===== src/rtl/i2c_brg_pkg.sv =====
package i2c_brg_pkg;
  localparam int BYTE_W = 8;
  localparam int WORD_W = 16;
  localparam int CNT_W  = 4;

  typedef enum logic [2:0] {
    ST_IDLE,
    ST_ADDR,
    ST_SUB,
    ST_WR,
    ST_RD,
    ST_IGN
  } bus_st_e;

  typedef enum logic [1:0] {
    SEL_RADDR,
    SEL_WADDR,
    SEL_DATA,
    SEL_STAT
  } reg_sel_e;
endpackage


===== src/rtl/i2c_line_sync.sv =====
module i2c_line_sync #(
  parameter int STAGES = 2
) (
  input  logic clk,
  input  logic rst,
  input  logic scl_i,
  input  logic sda_i,
  output logic sda_s,
  output logic scl_rise,
  output logic scl_fall,
  output logic start_det,
  output logic stop_det
);
  logic [STAGES-1:0] scl_q;
  logic [STAGES-1:0] sda_q;
  logic scl_d, sda_d;
  logic scl_s;

  always_ff @(posedge clk) begin
    if (rst) begin
      scl_q <= '1;
      sda_q <= '1;
      scl_d <= 1'b1;
      sda_d <= 1'b1;
    end else begin
      scl_q <= {scl_q[STAGES-2:0], scl_i};
      sda_q <= {sda_q[STAGES-2:0], sda_i};
      scl_d <= scl_q[STAGES-1];
      sda_d <= sda_q[STAGES-1];
    end
  end

  assign scl_s     = scl_q[STAGES-1];
  assign sda_s     = sda_q[STAGES-1];
  assign scl_rise  = scl_s & ~scl_d;
  assign scl_fall  = ~scl_s & scl_d;
  assign start_det = scl_s & scl_d & sda_d & ~sda_s;
  assign stop_det  = scl_s & scl_d & ~sda_d & sda_s;
endmodule


===== src/rtl/i2c_brg_regs.sv =====
module i2c_brg_regs
  import i2c_brg_pkg::*;
(
  input  logic              clk,
  input  logic              rst,
  input  logic              wr_en,
  input  logic              wr_lo,
  input  reg_sel_e          wr_sel,
  input  logic [BYTE_W-1:0] wr_byte,
  input  reg_sel_e          rd_sel,
  output logic [WORD_W-1:0] rd_word,
  output logic              busy,
  output logic              bk_req,
  output logic              bk_we,
  output logic [WORD_W-1:0] bk_addr,
  output logic [WORD_W-1:0] bk_wdata,
  input  logic              bk_ack,
  input  logic [WORD_W-1:0] bk_rdata
);
  logic [BYTE_W-1:0] hi_hold;
  logic [WORD_W-1:0] rptr, wptr, rres;
  logic [WORD_W-1:0] word_in;

  assign word_in = {hi_hold, wr_byte};
  assign busy    = bk_req;

  always_ff @(posedge clk) begin
    if (rst) begin
      hi_hold  <= '0;
      rptr     <= '0;
      wptr     <= '0;
      rres     <= '0;
      bk_req   <= 1'b0;
      bk_we    <= 1'b0;
      bk_addr  <= '0;
      bk_wdata <= '0;
    end else begin
      if (bk_req && bk_ack) begin
        bk_req <= 1'b0;
        if (!bk_we) rres <= bk_rdata;
      end
      if (wr_en) begin
        if (!wr_lo) begin
          hi_hold <= wr_byte;
        end else begin
          case (wr_sel)
            SEL_RADDR: begin
              rptr <= word_in;
              if (!bk_req) begin
                bk_req  <= 1'b1;
                bk_we   <= 1'b0;
                bk_addr <= word_in;
              end
            end
            SEL_WADDR: wptr <= word_in;
            SEL_DATA: begin
              if (!bk_req) begin
                bk_req   <= 1'b1;
                bk_we    <= 1'b1;
                bk_addr  <= wptr;
                bk_wdata <= word_in;
              end
            end
            default: ;
          endcase
        end
      end
    end
  end

  always_comb begin
    case (rd_sel)
      SEL_RADDR: rd_word = rptr;
      SEL_WADDR: rd_word = wptr;
      SEL_DATA:  rd_word = rres;
      default:   rd_word = {{(WORD_W-1){1'b0}}, bk_req};
    endcase
  end


  req_hold_chk: assert property (@(posedge clk) disable iff (rst)
    (bk_req && !bk_ack) |=> (bk_req && $stable(bk_addr) && $stable(bk_we) && $stable(bk_wdata)));
endmodule


===== src/rtl/i2c_indirect_bridge.sv =====
module i2c_indirect_bridge
  import i2c_brg_pkg::*;
#(
  parameter logic [6:0]        DEV_ADDR    = 7'h43,
  parameter logic [BYTE_W-1:0] SA_STAT     = 8'h35,
  parameter logic [BYTE_W-1:0] SA_RADDR    = 8'h36,
  parameter logic [BYTE_W-1:0] SA_WADDR    = 8'h37,
  parameter logic [BYTE_W-1:0] SA_DATA     = 8'h38,
  parameter int                SYNC_STAGES = 2
) (
  input  logic              clk,
  input  logic              rst,
  input  logic              scl_i,
  input  logic              sda_i,
  output logic              scl_oe,
  output logic              sda_oe,
  output logic              bk_req,
  output logic              bk_we,
  output logic [WORD_W-1:0] bk_addr,
  output logic [WORD_W-1:0] bk_wdata,
  input  logic              bk_ack,
  input  logic [WORD_W-1:0] bk_rdata
);
  localparam logic [CNT_W-1:0] LAST_BIT = CNT_W'(BYTE_W - 1);
  localparam logic [CNT_W-1:0] ACK_DRV  = CNT_W'(BYTE_W);
  localparam logic [CNT_W-1:0] ACK_SLOT = CNT_W'(BYTE_W + 1);

  logic sda_s, scl_rise, scl_fall, start_det, stop_det;
  logic busy;
  logic [WORD_W-1:0] rd_word;

  bus_st_e           state;
  logic [CNT_W-1:0]  cnt;
  logic [BYTE_W-1:0] shreg, tx;
  logic              ack_ok, ack_eval, stat_tgt;
  logic              idx_lo, mack;
  reg_sel_e          sel;
  logic              wr_en, wr_lo;
  logic [BYTE_W-1:0] wr_byte;
  logic [BYTE_W-1:0] rx_full, next_tx;

  function automatic logic sub_valid(input logic [BYTE_W-1:0] b);
    return (b == SA_RADDR) || (b == SA_WADDR) || (b == SA_DATA) || (b == SA_STAT);
  endfunction

  function automatic reg_sel_e sub_decode(input logic [BYTE_W-1:0] b);
    if (b == SA_RADDR)      return SEL_RADDR;
    else if (b == SA_WADDR) return SEL_WADDR;
    else if (b == SA_DATA)  return SEL_DATA;
    else                    return SEL_STAT;
  endfunction

  i2c_line_sync #(.STAGES(SYNC_STAGES)) u_sync (
    .clk(clk), .rst(rst), .scl_i(scl_i), .sda_i(sda_i),
    .sda_s(sda_s), .scl_rise(scl_rise), .scl_fall(scl_fall),
    .start_det(start_det), .stop_det(stop_det)
  );

  i2c_brg_regs u_regs (
    .clk(clk), .rst(rst),
    .wr_en(wr_en), .wr_lo(wr_lo), .wr_sel(sel), .wr_byte(wr_byte),
    .rd_sel(sel), .rd_word(rd_word), .busy(busy),
    .bk_req(bk_req), .bk_we(bk_we), .bk_addr(bk_addr), .bk_wdata(bk_wdata),
    .bk_ack(bk_ack), .bk_rdata(bk_rdata)
  );

  assign rx_full = {shreg[BYTE_W-2:0], sda_s};
  assign next_tx = idx_lo ? rd_word[WORD_W-1 -: BYTE_W] : rd_word[BYTE_W-1:0];

  always_comb begin
    case (state)
      ST_ADDR: ack_eval = (rx_full[BYTE_W-1:1] == DEV_ADDR);
      ST_SUB:  ack_eval = sub_valid(rx_full);
      default: ack_eval = 1'b1;
    endcase
    stat_tgt = (state == ST_SUB) ? (shreg == SA_STAT) : (sel == SEL_STAT);
  end

  always_ff @(posedge clk) begin
    if (rst) begin
      state   <= ST_IDLE;
      cnt     <= '0;
      shreg   <= '0;
      tx      <= '0;
      ack_ok  <= 1'b0;
      idx_lo  <= 1'b0;
      mack    <= 1'b0;
      sel     <= SEL_STAT;
      wr_en   <= 1'b0;
      wr_lo   <= 1'b0;
      wr_byte <= '0;
      sda_oe  <= 1'b0;
      scl_oe  <= 1'b0;
    end else begin
      wr_en <= 1'b0;
      if (scl_oe && !busy) scl_oe <= 1'b0;
      if (start_det) begin
        state  <= ST_ADDR;
        cnt    <= '0;
        sda_oe <= 1'b0;
      end else if (stop_det) begin
        state  <= ST_IDLE;
        cnt    <= '0;
        sda_oe <= 1'b0;
      end else begin
        case (state)
          ST_ADDR, ST_SUB, ST_WR: begin
            if (scl_rise && cnt <= LAST_BIT) begin
              shreg <= rx_full;
              cnt   <= cnt + 1'b1;
              if (cnt == LAST_BIT) ack_ok <= ack_eval;
            end
            if (scl_fall && cnt == ACK_DRV) begin
              sda_oe <= ack_ok;
              cnt    <= ACK_SLOT;
              if (state != ST_ADDR && busy && !stat_tgt) scl_oe <= 1'b1;
            end
            if (scl_fall && cnt == ACK_SLOT) begin
              sda_oe <= 1'b0;
              cnt    <= '0;
              case (state)
                ST_ADDR: begin
                  if (!ack_ok) begin
                    state <= ST_IGN;
                  end else if (shreg[0]) begin
                    state  <= ST_RD;
                    idx_lo <= 1'b0;
                    tx     <= rd_word[WORD_W-1 -: BYTE_W];
                    sda_oe <= ~rd_word[WORD_W-1];
                  end else begin
                    state <= ST_SUB;
                  end
                end
                ST_SUB: begin
                  if (!ack_ok) begin
                    state <= ST_IGN;
                  end else begin
                    state  <= ST_WR;
                    sel    <= sub_decode(shreg);
                    idx_lo <= 1'b0;
                  end
                end
                default: begin
                  wr_en   <= 1'b1;
                  wr_lo   <= idx_lo;
                  wr_byte <= shreg;
                  idx_lo  <= ~idx_lo;
                end
              endcase
            end
          end
          ST_RD: begin
            if (scl_rise) begin
              if (cnt <= LAST_BIT) cnt <= cnt + 1'b1;
              else if (cnt == ACK_SLOT) mack <= ~sda_s;
            end
            if (scl_fall) begin
              if (cnt != '0 && cnt <= LAST_BIT) begin
                sda_oe <= ~tx[BYTE_W-2];
                tx     <= {tx[BYTE_W-2:0], 1'b0};
              end else if (cnt == ACK_DRV) begin
                sda_oe <= 1'b0;
                cnt    <= ACK_SLOT;
              end else if (cnt == ACK_SLOT) begin
                if (mack) begin
                  idx_lo <= ~idx_lo;
                  tx     <= next_tx;
                  sda_oe <= ~next_tx[BYTE_W-1];
                  cnt    <= '0;
                end else begin
                  state <= ST_IGN;
                  cnt   <= '0;
                end
              end
            end
          end
          default: ;
        endcase
      end
    end
  end


  stretch_cause_chk: assert property (@(posedge clk) disable iff (rst)
    $rose(scl_oe) |-> $past(busy));


  stretch_release_chk: assert property (@(posedge clk) disable iff (rst)
    (scl_oe && !busy) |=> !scl_oe);


  ignore_quiet_chk: assert property (@(posedge clk) disable iff (rst)
    (state == ST_IGN || state == ST_IDLE) |-> !sda_oe);


  sda_owner_chk: assert property (@(posedge clk) disable iff (rst)
    sda_oe |-> (state == ST_ADDR || state == ST_SUB || state == ST_WR || state == ST_RD));
endmodule


===== config.mk =====
export PLATFORM = sky130hd
export DESIGN_NAME = i2c_indirect_bridge
export DESIGN_NICKNAME = d
export VERILOG_FILES = /design/src/rtl/i2c_brg_pkg.sv /design/src/rtl/i2c_line_sync.sv /design/src/rtl/i2c_brg_regs.sv /design/src/rtl/i2c_indirect_bridge.sv
export SDC_FILE = /design/constraint.sdc
export NUM_CORES = 1
export LEC_CHECK = 0
export BUFFER_PORTS_ARGS = -buffer_cell sky130_fd_sc_hd__buf_4
export CORE_MARGIN = 2
export CORE_UTILIZATION = 53
export CTS_CLUSTER_DIAMETER = 40
export CTS_CLUSTER_SIZE = 40
export DETAILED_ROUTE_END_ITERATION = 16
export PLACE_DENSITY_LB_ADDON = 0.05
export SYNTH_ARGS = -nofsm -noshare
export SYNTH_HDL_FRONTEND = slang
export SYNTH_HIERARCHICAL = 1
export SYNTH_SLANG_ARGS = --single-unit

===== constraint.sdc =====
create_clock -name clk -period 3.2 [get_ports clk]
set_clock_uncertainty 0.05 [all_clocks]
set_input_delay 0.64 -clock clk [delete_from_list [all_inputs] [get_ports clk]]
set_output_delay 0.64 -clock clk [all_outputs]
set_load 0.02 [all_outputs]

==> flow_metrics.env, run 1 <==
export IMPL_start_kind="register"
export IMPL_synthesis_area_mm2=0.00628
export IMPL_syn_num_nets=772
export IMPL_routed_wl_um=15300
export IMPL_share_seq_of_total_power_pct=44.7
export IMPL_cts_setup_buffers=0
export IMPL_hp_start="u_sync/sda_q[0]$_SDFF_PP1_"
export IMPL_crit_path_cell_trace="ha_1, and4b_1, nand4_1, a211o_1, a221oi_1, nor3_1"
export IMPL_seqCellArea_mm2=0.00270
export IMPL_grt_pass1_wl_um=24900
export IMPL_rr_startpoint="cnt[0]$_SDFFE_PP0P_"
export IMPL_cts_resized=0
export IMPL_post_place_ws_ns=0.780
export IMPL_powerDensity_mw_per_mm2=521
export IMPL_fillers=994
export IMPL_synthArstFlopShare_pct=0
export IMPL_clk_pin_slew_ns=0.05
export IMPL_worstMarginPinSlew_ns=0.763
export IMPL_vias=5242
export IMPL_areaGrowthSynthToFinish_pct=15.7
export IMPL_drive_gt1_share_pct=12.7
export IMPL_cts_hold_buf=0
export IMPL_synth_most_common_cell="nand2_1"
export IMPL_drcViolationCount=0
export IMPL_critPathMaxStageDelay_ns=0.51
export IMPL_htree_num_levels=4
export IMPL_cp_arrival_ns=2.73
export IMPL_totalNegativeSetupSlack_ns=0
export IMPL_yosysSeqAreaShare_pct=43.0
export IMPL_ff2ff_path_depth=6
export IMPL_setup_viol=0
export IMPL_grt_antenna_before_repair=0
export IMPL_synth_top_cell_by_area="dfxtp_1"
export IMPL_min_path_type="reg -> reg"
export IMPL_r2r_setup_slack_ns=0.71
export IMPL_maxSlewViolCount=0
export IMPL_rsz0062_at_grt="false"
export IMPL_ir_worst_vdd_uv=372
export IMPL_fin_nets=798
export IMPL_gp_congestion=0.926
export IMPL_cts_path_max_buffers=2
export IMPL_fp_dieH_um=113
export IMPL_whs_ns=0.353
export IMPL_first_pass_iters=5
export IMPL_yosysWarnings=6
export IMPL_grt_start_max_net_pins=75
export IMPL_p_sw_share_pct=19.6
export IMPL_worst_slack_ns=0.711
export IMPL_cts_sinks=135
export IMPL_hold_end="u_sync/sda_q[1]$_SDFF_PP1_"
export IMPL_clockRootBuffer="clkbuf_16"
export IMPL_hold_depth=1
export IMPL_portBuffers=56
export IMPL_p_clk_share_pct=53.3
export IMPL_p_sw_uw=741
export IMPL_routedWlPerCell_um=16.4
export IMPL_synth_distinct_cells=66
export IMPL_crit_slowest_cell="dfxtp_1"
export IMPL_via_per_inst=5.64
export IMPL_crit_type="reg -> reg"
export IMPL_die_area_mm2=0.0127
export IMPL_synth_edf_count=0
export IMPL_synth_top_area_share_pct=43.0
export IMPL_r2r_end="tx[6]$_SDFFE_PP0P_"
export IMPL_design_core_area_mm2=0.0115
export IMPL_p_int_uw=3040
export IMPL_numCtsBuffers=17
export IMPL_slew_headroom_pct=48.9
export IMPL_antennaDiodeCount=0
export IMPL_multi_input_area_mm2=0.00326
export IMPL_die_x_um=113
export IMPL_synthTopCellsByCount="143 x nand2_1, 135 x dfxtp_1, 72 x a21oi_1, 66 x mux2i_1, 62 x nor2_1"
export IMPL_combPwrFrac_pct=2.0
export IMPL_tritoncts="built"
export IMPL_drv_cap=0
export IMPL_cp_end_kind="register"
export IMPL_grt_pass1_vias=4726
export IMPL_hpwlAfterDp_um=10600
export IMPL_clk_latency_ns=0.41
export IMPL_grtUsageTotal_pct=24.6
export IMPL_place_inst=898
export IMPL_period_minus_slack_ns=2.49
export IMPL_ioPinCount=57
export IMPL_fin_crit_sh_pct=77.8
export IMPL_utilization_pct=63.3
export IMPL_hold_violations=0
export IMPL_critPathRequiredTime_ns=3.44
export IMPL_synthFlopType="dfxtp_1"
export IMPL_leakagePower_uw=0.00294
export IMPL_avgSynthCellArea_um2=8.39
export IMPL_fin_cells=929
export IMPL_fmax_ghz=0.402
export IMPL_drt_iter0_markers=433
export IMPL_netlist_instances=748
export IMPL_initial_core_util_pct=54.8
export IMPL_status="complete, no violations"
export IMPL_ys_ff_latch=135
export IMPL_path_max_fanout=11
export IMPL_antenna_left=0
export IMPL_synth_area_leaders="dfxtp_1 43%, mux2i_1 11%, nand2_1 8.5%"
export IMPL_rows=39
export IMPL_grt_overflow_total=0
power by group through the flow:
stage	combinational [uW]	sequential (uW)	clock, uW
6_report	76.7	1690	2020
5_1_grt	83.4	1690	2120
4_1_cts	77.1	1690	2040
3_5_place_dp	76.8	1720	0
3_3_place_gp	75.6	1720	0
2_1_floorplan	47.6	1720	0
area by class of cell:
cell class | instances | share of cell area [%]
multi-input cells | 549 | 44.9
clock buffers | 24 | 6.91
flip-flops and latches | 135 | 37.2
well taps | 143 | 2.46
repair buffers | 63 | 6.51
inverters | 8 | 0.413
clock inverters | 7 | 1.60
sequential cells by signal, indices dropped and copies added, names as in the netlist, 2 cells and up:
signal and cells:
cnt 4, sel 2, shreg 8, state 3
tx 7, u_regs/bk_addr 16, u_regs/bk_wdata 16, u_regs/hi_hold 8
u_regs/rptr 16, u_regs/rres 16, u_regs/wptr 16, u_sync/scl_q 2
u_sync/sda_q 2, wr_byte 8
cell families after synthesis:
logic type                 count (synthesis)  synth area share (%)
muxes                                     67                  10.9
buffers and inverters                     64                  5.00
and+or+nand+nor                          320                  24.7
adders and majority gates                  3                 0.598
DFF                                      135                  43.0
AOI/OAI and AO/OA                        156                  15.4
xor gates and xnor gates                   3                 0.419
worst max-delay path by stage:
stage                        startpoint                 end  cells past startpoint
floorplan           cnt[0]$_SDFFE_PP0P_  tx[1]$_SDFFE_PP0P_                      8
global placement    cnt[0]$_SDFFE_PP0P_  tx[4]$_SDFFE_PP0P_                      6
detailed placement  cnt[0]$_SDFFE_PP0P_  tx[4]$_SDFFE_PP0P_                      6
CTS                 cnt[0]$_SDFFE_PP0P_  tx[4]$_SDFFE_PP0P_                      6
global route        cnt[0]$_SDFFE_PP0P_  tx[3]$_SDFFE_PP0P_                      6
finish              cnt[0]$_SDFFE_PP0P_  tx[6]$_SDFFE_PP0P_                      6
cells in the final DEF, fill, tap and decap left out, types with 4 or more instances in the layout:
master and instances:
buf_4 63, and3_1 4, clkbuf_8 5, a21oi_1 72
mux2i_1 66, nand2_1 143, nor3_1 10, nand4b_1 4
a211oi_1 16, o21ai_0 26, a31oi_1 6, inv_1 8
o21ai_1 5, dfxtp_1 135, nor2b_1 7, a221oi_1 6
nor2_1 62, clkbuf_16 17, or2_1 7, nand3_1 11
and4b_1 4, nand2b_1 40
per-stage QoR:
step	cell area (um^2)	total power (uW)
floorplan	6280	1770
global placement	6650	1800
detailed placement	6650	1800
CTS	7260	3810
global route	7260	3900
finish	7260	3780
per-layer routing:
| metal | global-route usage [%] | up-vias | part of all wire (%) |
|---|---|---|---|
| li1 | - | 2650 | - |
| met1 | 34.9 | 2414 | 48 |
| met5 | 0 | - | 0 |
| met3 | 4.45 | 29 | 5.2 |
| met4 | 10.4 | 0 | 2.5 |
| met2 | 37.0 | 149 | 44 |
critical path: cells and delay by family, from the launching register on:
| kind | cells | cell delay [ns] |
|---|---|---|
| AOI/OAI and AO/OA | 2 | 0.72 |
| adders and majority gates | 1 | 0.32 |
| DFF | 1 | 0.51 |
| and+or+nand+nor | 3 | 0.76 |
Note: power is estimated with default switching activity, not from simulation.
==> run 2: changes to the inputs <==
Settings changed: ABC_AREA from default to 1.
Clock period 3.2 ns to 2.4 ns, I/O delays scaled along.
==> flow_metrics.env, run 2 <==
export IMPL_first_pass_iters=5
export IMPL_leakagePower_uw=0.00351
export IMPL_ys_ff_latch=135
export IMPL_synthesis_area_mm2=0.00662
export IMPL_totalNegativeSetupSlack_ns=0
export IMPL_drcViolationCount=0
export IMPL_synth_top_cell_by_area="dfxtp_1"
export IMPL_path_max_fanout=16
export IMPL_rsz0062_at_grt="false"
export IMPL_grt_pass1_vias=5535
export IMPL_vias=6151
export IMPL_post_place_ws_ns=0.494
export IMPL_cts_resized=0
export IMPL_yosysSeqAreaShare_pct=40.8
export IMPL_clk_latency_ns=0.42
export IMPL_die_area_mm2=0.0134
export IMPL_period_minus_slack_ns=1.93
export IMPL_drv_cap=0
export IMPL_r2r_setup_slack_ns=0.47
export IMPL_crit_type="reg -> reg"
export IMPL_fin_nets=1053
export IMPL_grt_pass1_wl_um=27400
export IMPL_synth_edf_count=0
export IMPL_antennaDiodeCount=0
export IMPL_via_per_inst=5.09
export IMPL_clockRootBuffer="clkbuf_16"
export IMPL_cts_sinks=135
export IMPL_routed_wl_um=16500
export IMPL_yosysWarnings=6
export IMPL_synth_top_area_share_pct=40.8
export IMPL_gr_usage_met2_pct=38.1
export IMPL_fmax_ghz=0.518
export IMPL_grt_overflow_total=0
export IMPL_grt_start_max_net_pins=41
export IMPL_worst_slack_ns=0.469
export IMPL_netlist_instances=982
export IMPL_synthFlopType="dfxtp_1"
export IMPL_avgSynthCellArea_um2=6.74
export IMPL_setup_viol=0
export IMPL_drt_iter0_markers=477
export IMPL_start_kind="register"
export IMPL_layout_common_cells="253 x nand2_1, 185 x nor2_1, 135 x dfxtp_1"
export IMPL_grt_antenna_before_repair=0
export IMPL_rows=40
export IMPL_cts_hold_buf=0
export IMPL_final_common_cell="nand2_1"
export IMPL_p_total_uw=6140
export IMPL_syn_num_nets=1006
export IMPL_ir_worst_vdd_uv=571
export IMPL_slew_headroom_pct=58.9
export IMPL_synthTopCellsByCount="253 x nand2_1, 185 x nor2_1, 135 x dfxtp_1, 77 x o21ai_0, 65 x nand3_1"
export IMPL_portBuffers=56
export IMPL_ioPinCount=57
export IMPL_fp_dieH_um=116
export IMPL_hold_violations=0
export IMPL_synth_most_common_cell="nand2_1"
export IMPL_fin_crit_sh_pct=80.4
export IMPL_synth_distinct_cells=36
export IMPL_critPathRequiredTime_ns=2.70
export IMPL_clk_pin_slew_ns=0.06
export IMPL_design_core_area_mm2=0.0121
export IMPL_synth_area_leaders="dfxtp_1 41%, nand2_1 14%, nor2_1 10%"
export IMPL_cts_setup_buffers=0
export IMPL_use_met3_pct=5.28
export IMPL_fillers=1179
export IMPL_status="complete, no violations"
export IMPL_initial_core_util_pct=54.7
export IMPL_cp_arrival_ns=2.23
export IMPL_gp_congestion=0.871
export IMPL_worstMarginPinSlew_ns=0.615
export IMPL_hpwlAfterDp_um=12000
export IMPL_cp_end_kind="register"
export IMPL_numCtsBuffers=17
export IMPL_maxSlewViolCount=0
export IMPL_routedWlPerCell_um=13.6
export IMPL_tritoncts="built"
export IMPL_synthArstFlopShare_pct=0
export IMPL_grt_busiest_layer="met1"
export IMPL_antenna_left=0
export IMPL_powerDensity_mw_per_mm2=803
export IMPL_htree_num_levels=4
export IMPL_min_path_type="in -> reg"
export IMPL_grtUsageTotal_pct=26.0
export IMPL_drive_gt1_share_pct=15.6
export IMPL_areaGrowthSynthToFinish_pct=15.5
export IMPL_grt_util_met1_pct=38.2
export IMPL_cts_path_max_buffers=2
export IMPL_die_x_um=116
==> run 2: changes by cell type in the layout (fill, tap and decap cells not counted), moves of 16 or more <==
| cell | delta |
|---|---|
| inv_1 | +52 |
| o21ai_0 | +51 |
| nand2b_1 | -40 |
| nand2_2 | +18 |
| nor2_1 | +123 |
| nand3_1 | +54 |
| mux2i_1 | -66 |
| a211oi_1 | -16 |
| nand2_1 | +110 |
==> run 2: where the power goes <==
group | internal [uW] | switching [uW]
Combinational | 380 | 734
Sequential | 2340 | 109
Clock | 1570 | 1020
Total | 4290 | 1860
==> run 2: cell families after synthesis <==
kind of cell               Yosys count  synth area share, %
AOI/OAI and AO/OA                  153                 11.8
xor gates and xnor gates             2                0.265
adders and majority gates            3                0.567
and+or+nand+nor                    570                 37.4
buffers and inverters              119                 9.11
DFF                                135                 40.8
==> run 2: final cells by class <==
class | count | area [um^2] | area share, %
flip-flops and latches | 135 | 2700 | 35.3
inverters | 76 | 288 | 3.76
well taps | 168 | 210 | 2.75
clock buffers | 19 | 443 | 5.79
clock inverters | 12 | 144 | 1.88
multi-input cells | 728 | 3320 | 43.4
repair buffers | 71 | 546 | 7.13
==> run 2: final timing paths <==
path | cells past startpoint | from | end
setup / recovery | 10 | sel[0]$_SDFFE_PP1P_ | sda_oe$_SDFFE_PP0P_
hold / removal | 2 | scl_i | u_sync/scl_q[0]$_SDFF_PP1_
setup reg to reg | 10 | sel[0]$_SDFFE_PP1P_ | sda_oe$_SDFFE_PP0P_
hold reg to reg | 1 | u_sync/sda_q[0]$_SDFF_PP1_ | u_sync/sda_q[1]$_SDFF_PP1_
==> run 2: worst max-delay path, cell delays in order (launching register included) <==
cell,delay [ns]
dfxtp_1,0.58
nor2_1,0.11
buf_4,0.20
nand2_1,0.07
nand3_1,0.09
or2_2,0.30
o21ai_0,0.18
nand2_1,0.07
nand3_1,0.07
nor2_1,0.04
nor2_1,0.09
==> run 2: per-stage QoR <==
stage	instance area (um^2)	cells	util [%]	hold slack, ns
after detailed placement	7060	1178	58.3	0.352
after floorplan	6620	982	-	0.333
after global placement	7060	1178	58.3	0.358
final	7650	1209	63.2	0.188
after global routing	7650	1209	63.2	0.186
after CTS	7650	1209	63.2	0.170
==> run 2: metal layers <==
| layer | wire [um] | share of wire [%] |
|---|---|---|
| met3 | 983 | 6.0 |
| met1 | 8180 | 50 |
| met4 | 258 | 1.6 |
| met5 | 0 | 0 |
| met2 | 7040 | 43 |
==> run 3: changes to the inputs <==
Clock period 2.4 ns to 2 ns, I/O delays scaled along.
==> flow_metrics.env, run 3 (synthesized netlist as in run 2, its figures left out) <==
export IMPL_ioPinCount=57
export IMPL_portBuffers=56
export IMPL_vias=6160
export IMPL_fin_nets=1061
export IMPL_htree_num_levels=4
export IMPL_ir_worst_vdd_uv=605
export IMPL_drv_cap=0
export IMPL_crit_buf_inv=3
export IMPL_initial_core_util_pct=54.7
export IMPL_powerDensity_mw_per_mm2=968
export IMPL_antenna_left=0
export IMPL_routedWlPerCell_um=13.5
export IMPL_critPathMaxStageDelay_ns=0.39
export IMPL_clockRootBuffer="clkbuf_16"
export IMPL_cts_hold_buf=0
export IMPL_first_pass_iters=6
export IMPL_fp_dieH_um=116
export IMPL_setup_viol=0
export IMPL_hpwlAfterDp_um=11800
export IMPL_clk_latency_ns=0.42
export IMPL_placed_area_mm2=0.00711
export IMPL_cts_path_max_buffers=2
export IMPL_cts_sinks=135
export IMPL_rsz0062_at_grt="false"
export IMPL_routed_wl_um=16500
export IMPL_crit_slowest_cell="dfxtp_1"
export IMPL_tritoncts="built"
export IMPL_gp_congestion=0.890
export IMPL_path_delay_family="simple AND/OR/NAND/NOR gates"
export IMPL_min_path_type="in -> reg"
export IMPL_p_sw_uw=2280
export IMPL_die_area_mm2=0.0134
export IMPL_grt_overflow_total=0
export IMPL_drt_iter0_markers=538
export IMPL_path_max_fanout=17
export IMPL_period_minus_slack_ns=1.75
export IMPL_p_clk_share_pct=42.3
export IMPL_fmax_ghz=0.572
export IMPL_fin_cells=1218
export IMPL_status="complete, no violations"
export IMPL_final_area_mm2=0.00774
export IMPL_rows=40
export IMPL_grt_antenna_before_repair=0
export IMPL_grt_pass1_vias=5551
export IMPL_totalNegativeSetupSlack_ns=0
export IMPL_die_x_um=116
export IMPL_p_int_uw=5210
export IMPL_via_per_inst=5.06
export IMPL_cp_end_kind="register"
export IMPL_p_total_uw=7490
export IMPL_slew_headroom_pct=73.3
export IMPL_antennaDiodeCount=0
export IMPL_drive_gt1_share_pct=16.3
export IMPL_grtUsageTotal_pct=26.1
export IMPL_layout_common_cells="253 x nand2_1, 185 x nor2_1, 135 x dfxtp_1"
export IMPL_worstMarginPinSlew_ns=0.400
export IMPL_grt_start_max_net_pins=57
export IMPL_areaGrowthSynthToFinish_pct=16.9
export IMPL_critPathRequiredTime_ns=2.26
export IMPL_cp_arrival_ns=2.01
export IMPL_crit_type="reg -> reg"
export IMPL_numCtsBuffers=17
export IMPL_clk_pin_slew_ns=0.06
export IMPL_share_seq_of_total_power_pct=39.2
export IMPL_place_inst=1183
export IMPL_design_core_area_mm2=0.0121
export IMPL_crit_path_cell_trace="inv_1, nand2_1, nor2_1, nor2_4, buf_4, nand3_2, nor2_4, inv_1, nor2_1, nor2_1"
export IMPL_fin_crit_sh_pct=87.4
export IMPL_combPwrFrac_pct=18.4
export IMPL_p_sw_share_pct=30.4
export IMPL_hold_violations=0
export IMPL_leakagePower_uw=0.00356
export IMPL_start_kind="register"
export IMPL_maxSlewViolCount=0
export IMPL_final_common_cell="nand2_1"
export IMPL_grt_pass1_wl_um=27800
export IMPL_crit_top_cell="nor2_1"
export IMPL_drcViolationCount=0
-- run 3: changes by cell type in the layout (fill, tap and decap cells not counted), sizes merged --
cell      delta
clkinvlp     +1
clkbuf       +1
clkinv       -1
buf          +8
-- run 3: power groups by stage --
| stage | Clock (uW) | Sequential (uW) | Combinational, uW |
|---|---|---|---|
| 2_1_floorplan | 0 | 2910 | 1200 |
| 3_3_place_gp | 0 | 3000 | 1340 |
| 3_5_place_dp | 0 | 3000 | 1340 |
| 4_1_cts | 3220 | 2940 | 1350 |
| 5_1_grt | 3320 | 2960 | 1580 |
| 6_report | 3170 | 2940 | 1380 |
-- run 3: metrics by stage --
stage,setup slack [ns],utilization [%],hold WS [ns]
after floorplan,0.225,-,0.333
after global placement,0.266,58.7,0.355
after detailed placement,0.191,58.7,0.348
after CTS,0.168,63.7,0.0935
after global routing,0.00256,63.9,0.103
final,0.252,63.9,0.108
-- run 3: repair_timing --
action | CTS | global route
buffers inserted | 0 | 3
setup endpoints to repair | 0 | 7
resized for setup | 0 | 1
-- run 3: metal layers --
layer	share of wire, %	track usage [%]
met2	42	37.3
met5	0	0
met3	5.4	5.96
met1	51	39.7
met4	1.3	6.83
-- run 3: layout make-up --
| cell class | instances | area [um^2] |
|---|---|---|
| clock buffers | 20 | 457 |
| clock inverters | 12 | 143 |
| fillers | 1147 | 4370 |
| inverters | 76 | 288 |
| multi-input cells | 728 | 3320 |
| flip-flops and latches | 135 | 2700 |
| well taps | 168 | 210 |
| repair buffers | 79 | 618 |
-- run 3: worst paths after layout --
kind	startpoint	end	slack, ns	depth (start not counted)
worst max register to register	u_sync/sda_q[1]$_SDFF_PP1_	wr_byte[7]$_SDFFE_PP0P_	0.25	10
worst max-delay path	u_sync/sda_q[1]$_SDFF_PP1_	wr_byte[7]$_SDFFE_PP0P_	0.25	10
worst min-delay path	scl_i	u_sync/scl_q[0]$_SDFF_PP1_	0.11	2
worst min register to register	u_sync/sda_q[0]$_SDFF_PP1_	u_sync/sda_q[1]$_SDFF_PP1_	0.36	1
